### src/rtl/dpa_pkg.sv
package dpa_pkg;
  typedef enum logic [1:0] {
    OWN_NONE  = 2'd0,
    OWN_LEFT  = 2'd1,
    OWN_RIGHT = 2'd2
  } owner_e;
endpackage

### src/rtl/dpa_port_track.sv
module dpa_port_track #(
  parameter int ADDR_W = 12
) (
  input  logic              clk,
  input  logic              rst_n,
  input  logic              sel_n,
  input  logic [ADDR_W-1:0] addr,
  output logic              held
);
  logic              prev_sel_q, prev_sel_d;
  logic [ADDR_W-1:0] prev_addr_q, prev_addr_d;
  logic              addr_en;

  always_comb begin
    prev_sel_d  = ~sel_n;
    addr_en     = ~sel_n;
    prev_addr_d = addr;
    held        = ~sel_n & prev_sel_q & (prev_addr_q == addr);
  end

  always_ff @(posedge clk or negedge rst_n) begin
    if (!rst_n) begin
      prev_sel_q  <= 1'b0;
      prev_addr_q <= '0;
    end else begin
      prev_sel_q <= prev_sel_d;
      if (addr_en) prev_addr_q <= prev_addr_d;
    end
  end
endmodule

### src/rtl/dpa_owner_fsm.sv
module dpa_owner_fsm
  import dpa_pkg::*;
(
  input  logic clk,
  input  logic rst_n,
  input  logic mode_arb,
  input  logic match,
  input  logic l_held,
  input  logic r_held,
  output logic l_lost,
  output logic r_lost
);
  owner_e own_q, own_d;
  logic   winner_held;

  always_comb begin
    winner_held = ((own_q == OWN_LEFT) & l_held) | ((own_q == OWN_RIGHT) & r_held);
    if (!mode_arb || !match)      own_d = OWN_NONE;
    else if (winner_held)         own_d = own_q;
    else if (r_held && !l_held)   own_d = OWN_RIGHT;
    else                          own_d = OWN_LEFT;
  end

  always_ff @(posedge clk or negedge rst_n) begin
    if (!rst_n) own_q <= OWN_NONE;
    else        own_q <= own_d;
  end

  assign l_lost = (own_q == OWN_RIGHT);
  assign r_lost = (own_q == OWN_LEFT);
endmodule

### src/rtl/dpa_write_gate.sv
module dpa_write_gate (
  input  logic mode_arb,
  input  logic sel_n,
  input  logic wr_req,
  input  logic local_lost,
  input  logic ext_busy_n,
  output logic wr_go
);
  logic blocked;

  always_comb begin
    blocked = mode_arb ? local_lost : ~ext_busy_n;
    wr_go   = wr_req & ~sel_n & ~blocked;
  end
endmodule

### src/rtl/dp_collide_arb.sv
module dp_collide_arb #(
  parameter int ADDR_W = 12
) (
  input  logic              clk,
  input  logic              rst_n,
  input  logic              mode_arb,
  input  logic              l_sel_n,
  input  logic [ADDR_W-1:0] l_addr,
  input  logic              l_wr_req,
  input  logic              l_busy_in_n,
  input  logic              r_sel_n,
  input  logic [ADDR_W-1:0] r_addr,
  input  logic              r_wr_req,
  input  logic              r_busy_in_n,
  output logic              l_busy_n,
  output logic              r_busy_n,
  output logic              l_wr_go,
  output logic              r_wr_go
);
  logic match, l_held, r_held, l_lost, r_lost;

  assign match = ~l_sel_n & ~r_sel_n & (l_addr == r_addr);

  dpa_port_track #(.ADDR_W(ADDR_W)) u_trk_l (
    .clk(clk), .rst_n(rst_n), .sel_n(l_sel_n), .addr(l_addr), .held(l_held));
  dpa_port_track #(.ADDR_W(ADDR_W)) u_trk_r (
    .clk(clk), .rst_n(rst_n), .sel_n(r_sel_n), .addr(r_addr), .held(r_held));

  dpa_owner_fsm u_own (
    .clk(clk), .rst_n(rst_n), .mode_arb(mode_arb), .match(match),
    .l_held(l_held), .r_held(r_held), .l_lost(l_lost), .r_lost(r_lost));

  dpa_write_gate u_gate_l (
    .mode_arb(mode_arb), .sel_n(l_sel_n), .wr_req(l_wr_req),
    .local_lost(l_lost), .ext_busy_n(l_busy_in_n), .wr_go(l_wr_go));
  dpa_write_gate u_gate_r (
    .mode_arb(mode_arb), .sel_n(r_sel_n), .wr_req(r_wr_req),
    .local_lost(r_lost), .ext_busy_n(r_busy_in_n), .wr_go(r_wr_go));

  assign l_busy_n = ~l_lost;
  assign r_busy_n = ~r_lost;
endmodule

### config.mk
export PLATFORM = sky130hd
export DESIGN_NAME = dp_collide_arb
export DESIGN_NICKNAME = d
export VERILOG_FILES = /design/src/rtl/dpa_pkg.sv /design/src/rtl/dpa_port_track.sv /design/src/rtl/dpa_owner_fsm.sv /design/src/rtl/dpa_write_gate.sv /design/src/rtl/dp_collide_arb.sv
export SDC_FILE = /design/constraint.sdc
export NUM_CORES = 1
export LEC_CHECK = 0
export ABC_AREA = 1
export ABC_CLOCK_PERIOD_IN_PS = 1900
export BUFFER_PORTS_ARGS = -buffer_cell sky130_fd_sc_hd__buf_2
export CORE_ASPECT_RATIO = 1.75
export CORE_MARGIN = 8
export CORE_UTILIZATION = 53
export DETAILED_ROUTE_END_ITERATION = 8
export GPL_TIMING_DRIVEN = 0
export HOLD_SLACK_MARGIN = 0.02
export PLACE_DENSITY = 0.79
export SYNTH_ARGS = -nofsm -noshare
export SYNTH_HDL_FRONTEND = slang
export SYNTH_SLANG_ARGS = --single-unit
### constraint.sdc
create_clock -name clk -period 1.9 [get_ports clk]
set_input_delay 0.285 -clock clk [delete_from_list [all_inputs] [get_ports clk]]
set_output_delay 0.285 -clock clk [all_outputs]
set_load 0.05 [all_outputs]
==> key figures, run 1 <==
CTS
  – Cts bufs inserted: 3
  – CTS tree: done
  – Skew-Pair Late Insertion Delay: 0.28 ns
  – Post-CTS Setup Repair Bufs: 0
  – Max Buffers Root-to-Sink: 2
  – Clk sinks: 28
  – Hold Buf Count CTS: 0
  – Gates resized, CTS repair: 0
  – Clock-pin slew on the worst setup and hold paths: 0.10 ns
  – CTS root buffer: clkbuf_8
  – CTS H-tree lvls: 1

Cells and area
  – Layout net count: 314
  – Area Overhead vs Synth: 16.7%
  – Most frequent cells in the layout: nand2_1, buf_2, inv_1
  – Layout cell share with drive strength beyond 1: 16.4%
  – Commonest non-fill, non-tap cell in the layout: nand2_1
  – Antenna diode count: 0
  – Fin util: 64.5%
  – Final instance area: 1890 um2

Timing
  – Worst slew pin tran: 0.648 ns
  – RSZ-0062 raised after global routing: false
  – Setup WS post-layout: 0.418 ns
  – Fin crit period: 1.48 ns
  – Hold Vio Cnt, Final: 0
  – Fmax: 0.675 GHz
  – Fin crit share: 78.0%
  – TNS Setup: 0 ns
  – Max_slew headroom: 56.8%
  – Skew final: 0.00554 ns
  – Fin. max-slew vios: 0
  – # setup viols final: 0
  – WHS: 0.0211 ns

Logic synthesis
  – Portion of netlist area occupied by mux cells: 0%
  – Largest cells by area after synthesis: dfrtp_1, nand2_1, o21ai_0
  – Complex-gate fraction of the synthesized area: 11.8%
  – Syn_nets: 273
  – Post-synth cell types: 15
  – Seq/Total Area, Yosys: 43.3%
  – Main flop type after synthesis: dfrtp_1
  – Syn avg cell area: 6.74 um2
  – Post-Synth XOR/XNOR Area: 6.50%
  – Syn Inst Count: 240
  – Synth warn: 0
  – Yosys reg bits: 28
  – Combinational family with the most area after synthesis: simple AND/OR/NAND/NOR gates
  – Synth top area share: 43.3%
  – Cell Area, Synth: 1620 um2
  – Post-synth EDFFs: 0
  – Fraction of registers with async set/reset: 100%
  – Simple-gate area share of the yosys netlist: 28.4%
  – Adder-Cell Fraction of Synth Area: 0%
  – Cell taking the most area after synthesis: dfrtp_1

Place
  – Routability Congestion: 0.823
  – Area after DPL: 1830 um2
  – Pre-CTS WS: 0.558 ns
  – Half-perimeter wire length after placement: 3.18 mm
  – Buffers on Ports: 36

Setup path
  – Slowest cell on crit path: dfrtp_1
  – Worst-path cell chain: inv_1 -> nor2_1 -> a21oi_1 -> buf_2
  – Crit path largest cell delay: 0.37 ns
  – Critical R2R Capture: u_own.own_q[1]$_DFFE_PN0P_
  – Worst Path Required: 1.62 ns
  – R2r setup slk: 0.72 ns
  – Worst Path Max Fanout: 3
  – Worst Path Arrival: 1.20 ns
  – CP Capture Type: output pin
  – Critical Path Start Type: register
  – R2r worst-path depth: 7
  – Worst r2r src: u_trk_r.prev_addr_q[7]$_DFFE_PN0N_
  – Kind of critical path: reg -> out

Flow run
  – Max Cap Viol: 0

Pwr
  – Leakage: 0.00103 uW
  – PwrDens: 690 nW/um2
  – Peak supply drop: 0.000560 V

Routing
  – Initial DRC Count: 46
  – DRT Pass-1 Iters: 4
  – Post-Route WL: 3.90 mm
  – Drc violations: 0
  – Vias/cell: 4.96
  – Total number of vias: 1528
  – Final ANT Viol Nets: 0
  – Wirelength per Cell: 12.6 um

GRT
  – Vias in the first global route: 1620
  – First-pass GRT wire length: 6.61 mm
  – Initial antenna violation count: 0
  – Overflow after GRT: 0
  – Maximum number of pins on one net before global-route repair: 29
  – Gr usage total: 16.5%

Floorplanning
  – Number of cell rows: 26
  – Starting density of the core: 55.3%
  – Die Footprint: 5150 um2
  – Core Area: 2930 um2
  – Chip width: 57.8 um
  – # IOs: 37
  – Die Y: 89.1 um

Run status
  – Status: complete, no violations

Min path
  – Worst hold path class: in -> async
==> how the worst max path moves through the flow <==
stage                                from  endpoint  slack, ns  cells after the start
2_1_floorplan  u_own.own_q[0]$_DFFE_PN0P_   r_wr_go       0.35                      1
3_3_place_gp                      r_sel_n   r_wr_go       0.55                      5
3_5_place_dp                      r_sel_n   r_wr_go       0.56                      5
4_1_cts        u_own.own_q[1]$_DFFE_PN0P_   l_wr_go       0.40                      4
5_1_grt        u_own.own_q[1]$_DFFE_PN0P_   l_wr_go       0.32                      4
6_report       u_own.own_q[1]$_DFFE_PN0P_   l_wr_go       0.42                      4
==> report_power, final <==
part	leakage [uW]	switching, uW	internal [uW]
logic	0.000662	159	100
registers	0.000343	30.5	643
clock network	0.0000288	184	186
==> sequential cells by signal (all words and copies together) (netlist names) <==
signal	count
u_own.own_q	2
u_trk_l.prev_addr_q	12
u_trk_l.prev_sel_q	1
u_trk_r.prev_addr_q	12
u_trk_r.prev_sel_q	1
==> routing by layer <==
layer | part of all wire, % | GRT usage, %
met1 | 38 | 16.0
met2 | 57 | 32.9
met3 | 3.0 | 2.74
met4 | 1.9 | 7.40
met5 | 0 | 0
==> Yosys cell counts (2+ instances only) <==
cell and count:
xor2_1 5, a21oi_1 2, nor2_1 23, xnor2_1 7
inv_1 34, o211ai_1 2, nand3_1 5, dfrtp_1 28
nand2_1 91, o21ai_0 31, clkbuf_1 4, inv_2 5
==> critical path, delay by kind of cell, from the launching register on <==
| family | cells | cell delay, ns |
|---|---|---|
| buf+inv | 2 | 0.35 |
| flops | 1 | 0.37 |
| compound gates | 1 | 0.13 |
| simple gates | 1 | 0.07 |
==> cell families after synthesis <==
logic type	after synthesis
xor+xnor	12
flops	28
compound gates	37
buf+inv	43
simple gates	120
==> layout make-up <==
class                   instances  area (um2)
fillers                       279        1040
plain buffers                   4        15.0
well taps                      28        35.0
clock buffers                   4        55.1
inverters                      39         146
multi-input cells             169         756
repair buffers                 36         180
flip-flops and latches         28         701
==> metrics by stage <==
step | std cells | power [uW]
floorplan | 240 | 837
CTS | 308 | 1320
detailed placement | 304 | 947
finish | 308 | 1300
global route | 308 | 1380
global placement | 304 | 940
Note: power is estimated with default switching activity, not from simulation.
==> run 2, diff against run 1 <==
--- a/config.mk
+++ b/config.mk
@@ -5,16 +5,16 @@
 export SDC_FILE = /design/constraint.sdc
 export NUM_CORES = 1
 export LEC_CHECK = 0
-export ABC_AREA = 1
-export ABC_CLOCK_PERIOD_IN_PS = 1900
+export ABC_AREA = 0
+export ABC_CLOCK_PERIOD_IN_PS = 1190
 export BUFFER_PORTS_ARGS = -buffer_cell sky130_fd_sc_hd__buf_2
 export CORE_ASPECT_RATIO = 1.75
 export CORE_MARGIN = 8
-export CORE_UTILIZATION = 53
+export CORE_UTILIZATION = 47
 export DETAILED_ROUTE_END_ITERATION = 8
 export GPL_TIMING_DRIVEN = 0
 export HOLD_SLACK_MARGIN = 0.02
-export PLACE_DENSITY = 0.79
+export PLACE_DENSITY = 0.75
 export SYNTH_ARGS = -nofsm -noshare
 export SYNTH_HDL_FRONTEND = slang
 export SYNTH_SLANG_ARGS = --single-unit
==> constraint.sdc (replaced) <==
create_clock -name clk -period 1.19 [get_ports clk]
set_input_delay 0.1785 -clock clk [delete_from_list [all_inputs] [get_ports clk]]
set_output_delay 0.1785 -clock clk [all_outputs]
set_load 0.05 [all_outputs]
==> key figures, run 2 <==
Setup path
  – Slowest cell on crit path: dfrtp_1
  – Worst Path Required: 1.01 ns (-0.61 ns)
  – Buffering stage count on the worst path with inverters included: 1 (-1)
  – Kind of critical path: reg -> out
  – Worst Path Arrival: 1.26 ns (+0.06 ns)
  – Setup crit start: u_own.own_q[1]$_DFFE_PN0P_
  – Worst r2r src: u_trk_l.prev_addr_q[10]$_DFFE_PN0N_
  – Critical Path Start Type: register
  – Critical R2R Capture: u_own.own_q[1]$_DFFE_PN0P_
  – CP Capture Type: output pin
  – R2r worst-path depth: 4 (-3)
  – Crit path largest cell delay: 0.42 ns (+0.05 ns)
  – Worst-path cell chain: nand2b_4 -> o2111a_2 -> buf_8
  – Worst Path Max Fanout: 2 (-1)
  – Crit path max-delay family: flip-flops
  – R2r setup slk: -0.20 ns (-0.92 ns)

Pwr
  – Clk pwr share: 32.5% (+4.1 points)
  – Sequential Power Share: 48.3% (-3.4 points)
  – Switching power total: 555 uW (+49%)
  – Peak supply drop: 0.000796 V (+42%)
  – Logic pwr share: 19.2% (-0.7 points)
  – P_int: 1710 uW (+84%)
  – PwrDens: 1180 nW/um2 (+72%)
  – Net Sw Frac: 24.5% (-4.1 points)
  – Leakage: 0.000850 uW (-18%)

Logic synthesis
  – Yosys reg bits: 28 (unchanged)
  – Post-synth EDFFs: 0 (unchanged)
  – Syn_nets: 150 (-45%)
  – Largest cells by area after synthesis: dfrtp_1, mux2_2, xor2_1
  – Main flop type after synthesis: dfrtp_1
  – Seq/Total Area, Yosys: 47.2% (+3.9 points)
  – Post-synth cell types: 19 (+4)
  – Synth warn: 0 (unchanged)
  – Syn avg cell area: 12.7 um2 (+88%)
  – Syn Inst Count: 117 (-51%)
  – Cell Area, Synth: 1480 um2 (-8.3%)
  – Fraction of registers with async set/reset: 100% (unchanged)
  – Synth top area share: 47.2% (+3.9 points)
  – Cell taking the most area after synthesis: dfrtp_1
  – Most common cell in the netlist: xor2_1
  – Post-synth top cells: xor2_1, dfrtp_1, mux2_2

Routing
  – Initial DRC Count: 11 (-76%)
  – Vias/cell: 5.00 (+0.79%)
  – Post-Route WL: 3.39 mm (-13%)
  – Final ANT Viol Nets: 0 (unchanged)
  – DRT Pass-1 Iters: 4 (unchanged)
  – Wirelength per Cell: 16.6 um (+31%)
  – Drc violations: 0 (unchanged)
  – Total number of vias: 1020 (-33%)

Min path
  – Worst hold path class: in -> reg
  – Endpoint, Worst Hold: u_trk_l.prev_addr_q[11]$_DFFE_PN0N_
  – Hold Crit Depth: 2
  – Hold path startpoint: l_addr[11]

Cells and area
  – Layout cell share with drive strength beyond 1: 50.3% (+34 points)
  – Fin cells: 204 (-34%)
  – Layout net count: 195 (-38%)
  – Antenna diode count: 0 (unchanged)
  – Biggest regs: u_trk_l.prev_addr_q x12, u_trk_r.prev_addr_q x12, u_own.own_q x2
  – Most frequent cells in the layout: buf_2, xor2_1, dfrtp_1
  – Area Overhead vs Synth: 28.8%
  – Commonest non-fill, non-tap cell in the layout: buf_2

Timing
  – # setup viols final: 6 (+6)
  – Setup WS post-layout: -0.253 ns (-0.671 ns)
  – Skew final: 0.00147 ns (-0.00406 ns)
  – Fmax: 0.693 GHz
  – Fin crit period: 1.44 ns
  – Worst slew pin tran: 0.623 ns (-0.0248 ns)
  – Fin crit share: 121%
  – Hold Vio Cnt, Final: 0 (unchanged)
  – Max_slew headroom: 58.5% (+1.7 points)
  – RSZ-0062 raised after global routing: true
  – TNS Setup: -0.959 ns (-0.959 ns)
  – Fin. max-slew vios: 0 (unchanged)

Place
  – Placed Cells: 195 (-36%)
  – Pre-CTS WS: -0.229 ns (-0.786 ns)
  – Routability Congestion: 0.782 (-4.9%)
  – Buffers on Ports: 35 (-2.8%)
  – Half-perimeter wire length after placement: 2.72 mm (-14%)

CTS
  – Clock-pin slew on the worst setup and hold paths: 0.09 ns (about the same)
  – CTS H-tree lvls: 1 (unchanged)
  – Skew-Pair Late Insertion Delay: 0.27 ns (about the same)
  – Clk sinks: 28 (unchanged)
  – CTS tree: done
  – CTS root buffer: clkbuf_8
  – Max Buffers Root-to-Sink: 2 (unchanged)
  – Cts bufs inserted: 3 (unchanged)

Floorplanning
  – Core Area: 3070 um2 (+5.0%)
  – Number of cell rows: 27 (+3.8%)
  – Starting density of the core: 48.3% (-7.0 points)
  – # IOs: 37 (unchanged)
  – Die Footprint: 5280 um2 (+2.6%)
  – Die Y: 90.3 um (+1.4%)
  – Chip width: 58.5 um (+1.2%)

Run status
  – Status: complete, but fails checks
  – Failing checks: negative setup slack

GRT
  – Initial antenna violation count: 0 (unchanged)
  – Maximum number of pins on one net before global-route repair: 29 (unchanged)
  – Gr usage total: 13.6% (-2.9 points)
  – Vias in the first global route: 1198 (-26%)
  – First-pass GRT wire length: 5.62 mm (-15%)
  – Overflow after GRT: 0 (unchanged)

Flow run
  – Max Cap Viol: 0 (unchanged)
==> run 2: power by group through the flow <==
stage	clock network (uW)	logic, uW	registers, uW
finish	736	434	1090
global route	794	475	1100
CTS	756	442	1090
detailed placement	0	411	1110
global placement	0	396	1100
floorplan	0	253	1100
==> run 2: timing repair <==
item | CTS | global route
resized for setup | 10 | 5
setup endpoints to repair | 6 | 6
setup buffers | 4 | 1
hold buffers | 1 | 0
pin swaps | 3 | 3
hold endpoints to repair | 28 | 0
==> run 2: metrics by stage <==
stage	util [%]	area [um2]	hold slack (ns)	power, uW
final	62.2	1910	0.190	2260
after global placement	56.8	1750	0.218	1500
after floorplan	-	1520	-0.117	1350
after CTS	61.7	1900	0.186	2290
after detailed placement	56.8	1750	0.231	1520
after global routing	62.2	1910	0.183	2370
==> run 2: worst max path at each step <==
stage | to | cells past startpoint
global route | r_wr_go | 3
floorplan | l_wr_go | 3
global placement | u_own.own_q[1]$_DFFE_PN0P_ | 4
CTS | r_wr_go | 3
detailed placement | u_own.own_q[1]$_DFFE_PN0P_ | 4
finish | r_wr_go | 3
==> run 2: layout make-up <==
cell class	count	area [um2]
flip-flops and latches	28	701
clock inverters	1	30.0
fillers	271	1160
multi-input cells	83	808
well taps	43	53.8
plain buffers	3	15.0
repair buffers	40	251
inverters	3	11.3
clock buffers	3	41.3
==> run 2: worst register-to-register path: cells and delay by family, from the launching register on <==
family | cells | cell delay (ns)
AND/OR/NAND/NOR | 3 | 0.73
flip-flops | 1 | 0.40
XOR/XNOR | 1 | 0.16
==> run 2: layer usage <==
layer	vias up	share of wire, %	GRT usage (%)
met2	21	59	26.2
met3	2	4.0	3.14
met4	0	0.71	4.32
met5	-	0	0
li1	496	-	-
met1	501	37	13.2
==> run 2: logic make-up after synthesis <==
kind of cell | after synthesis | share of synthesized area (%)
XOR/XNOR | 36 | 21.2
flip-flops | 28 | 47.2
multiplexers | 24 | 18.2
AND/OR/NAND/NOR | 21 | 10.4
buffers and inverters | 6 | 1.77
AO/OA/AOI/OAI | 2 | 1.18
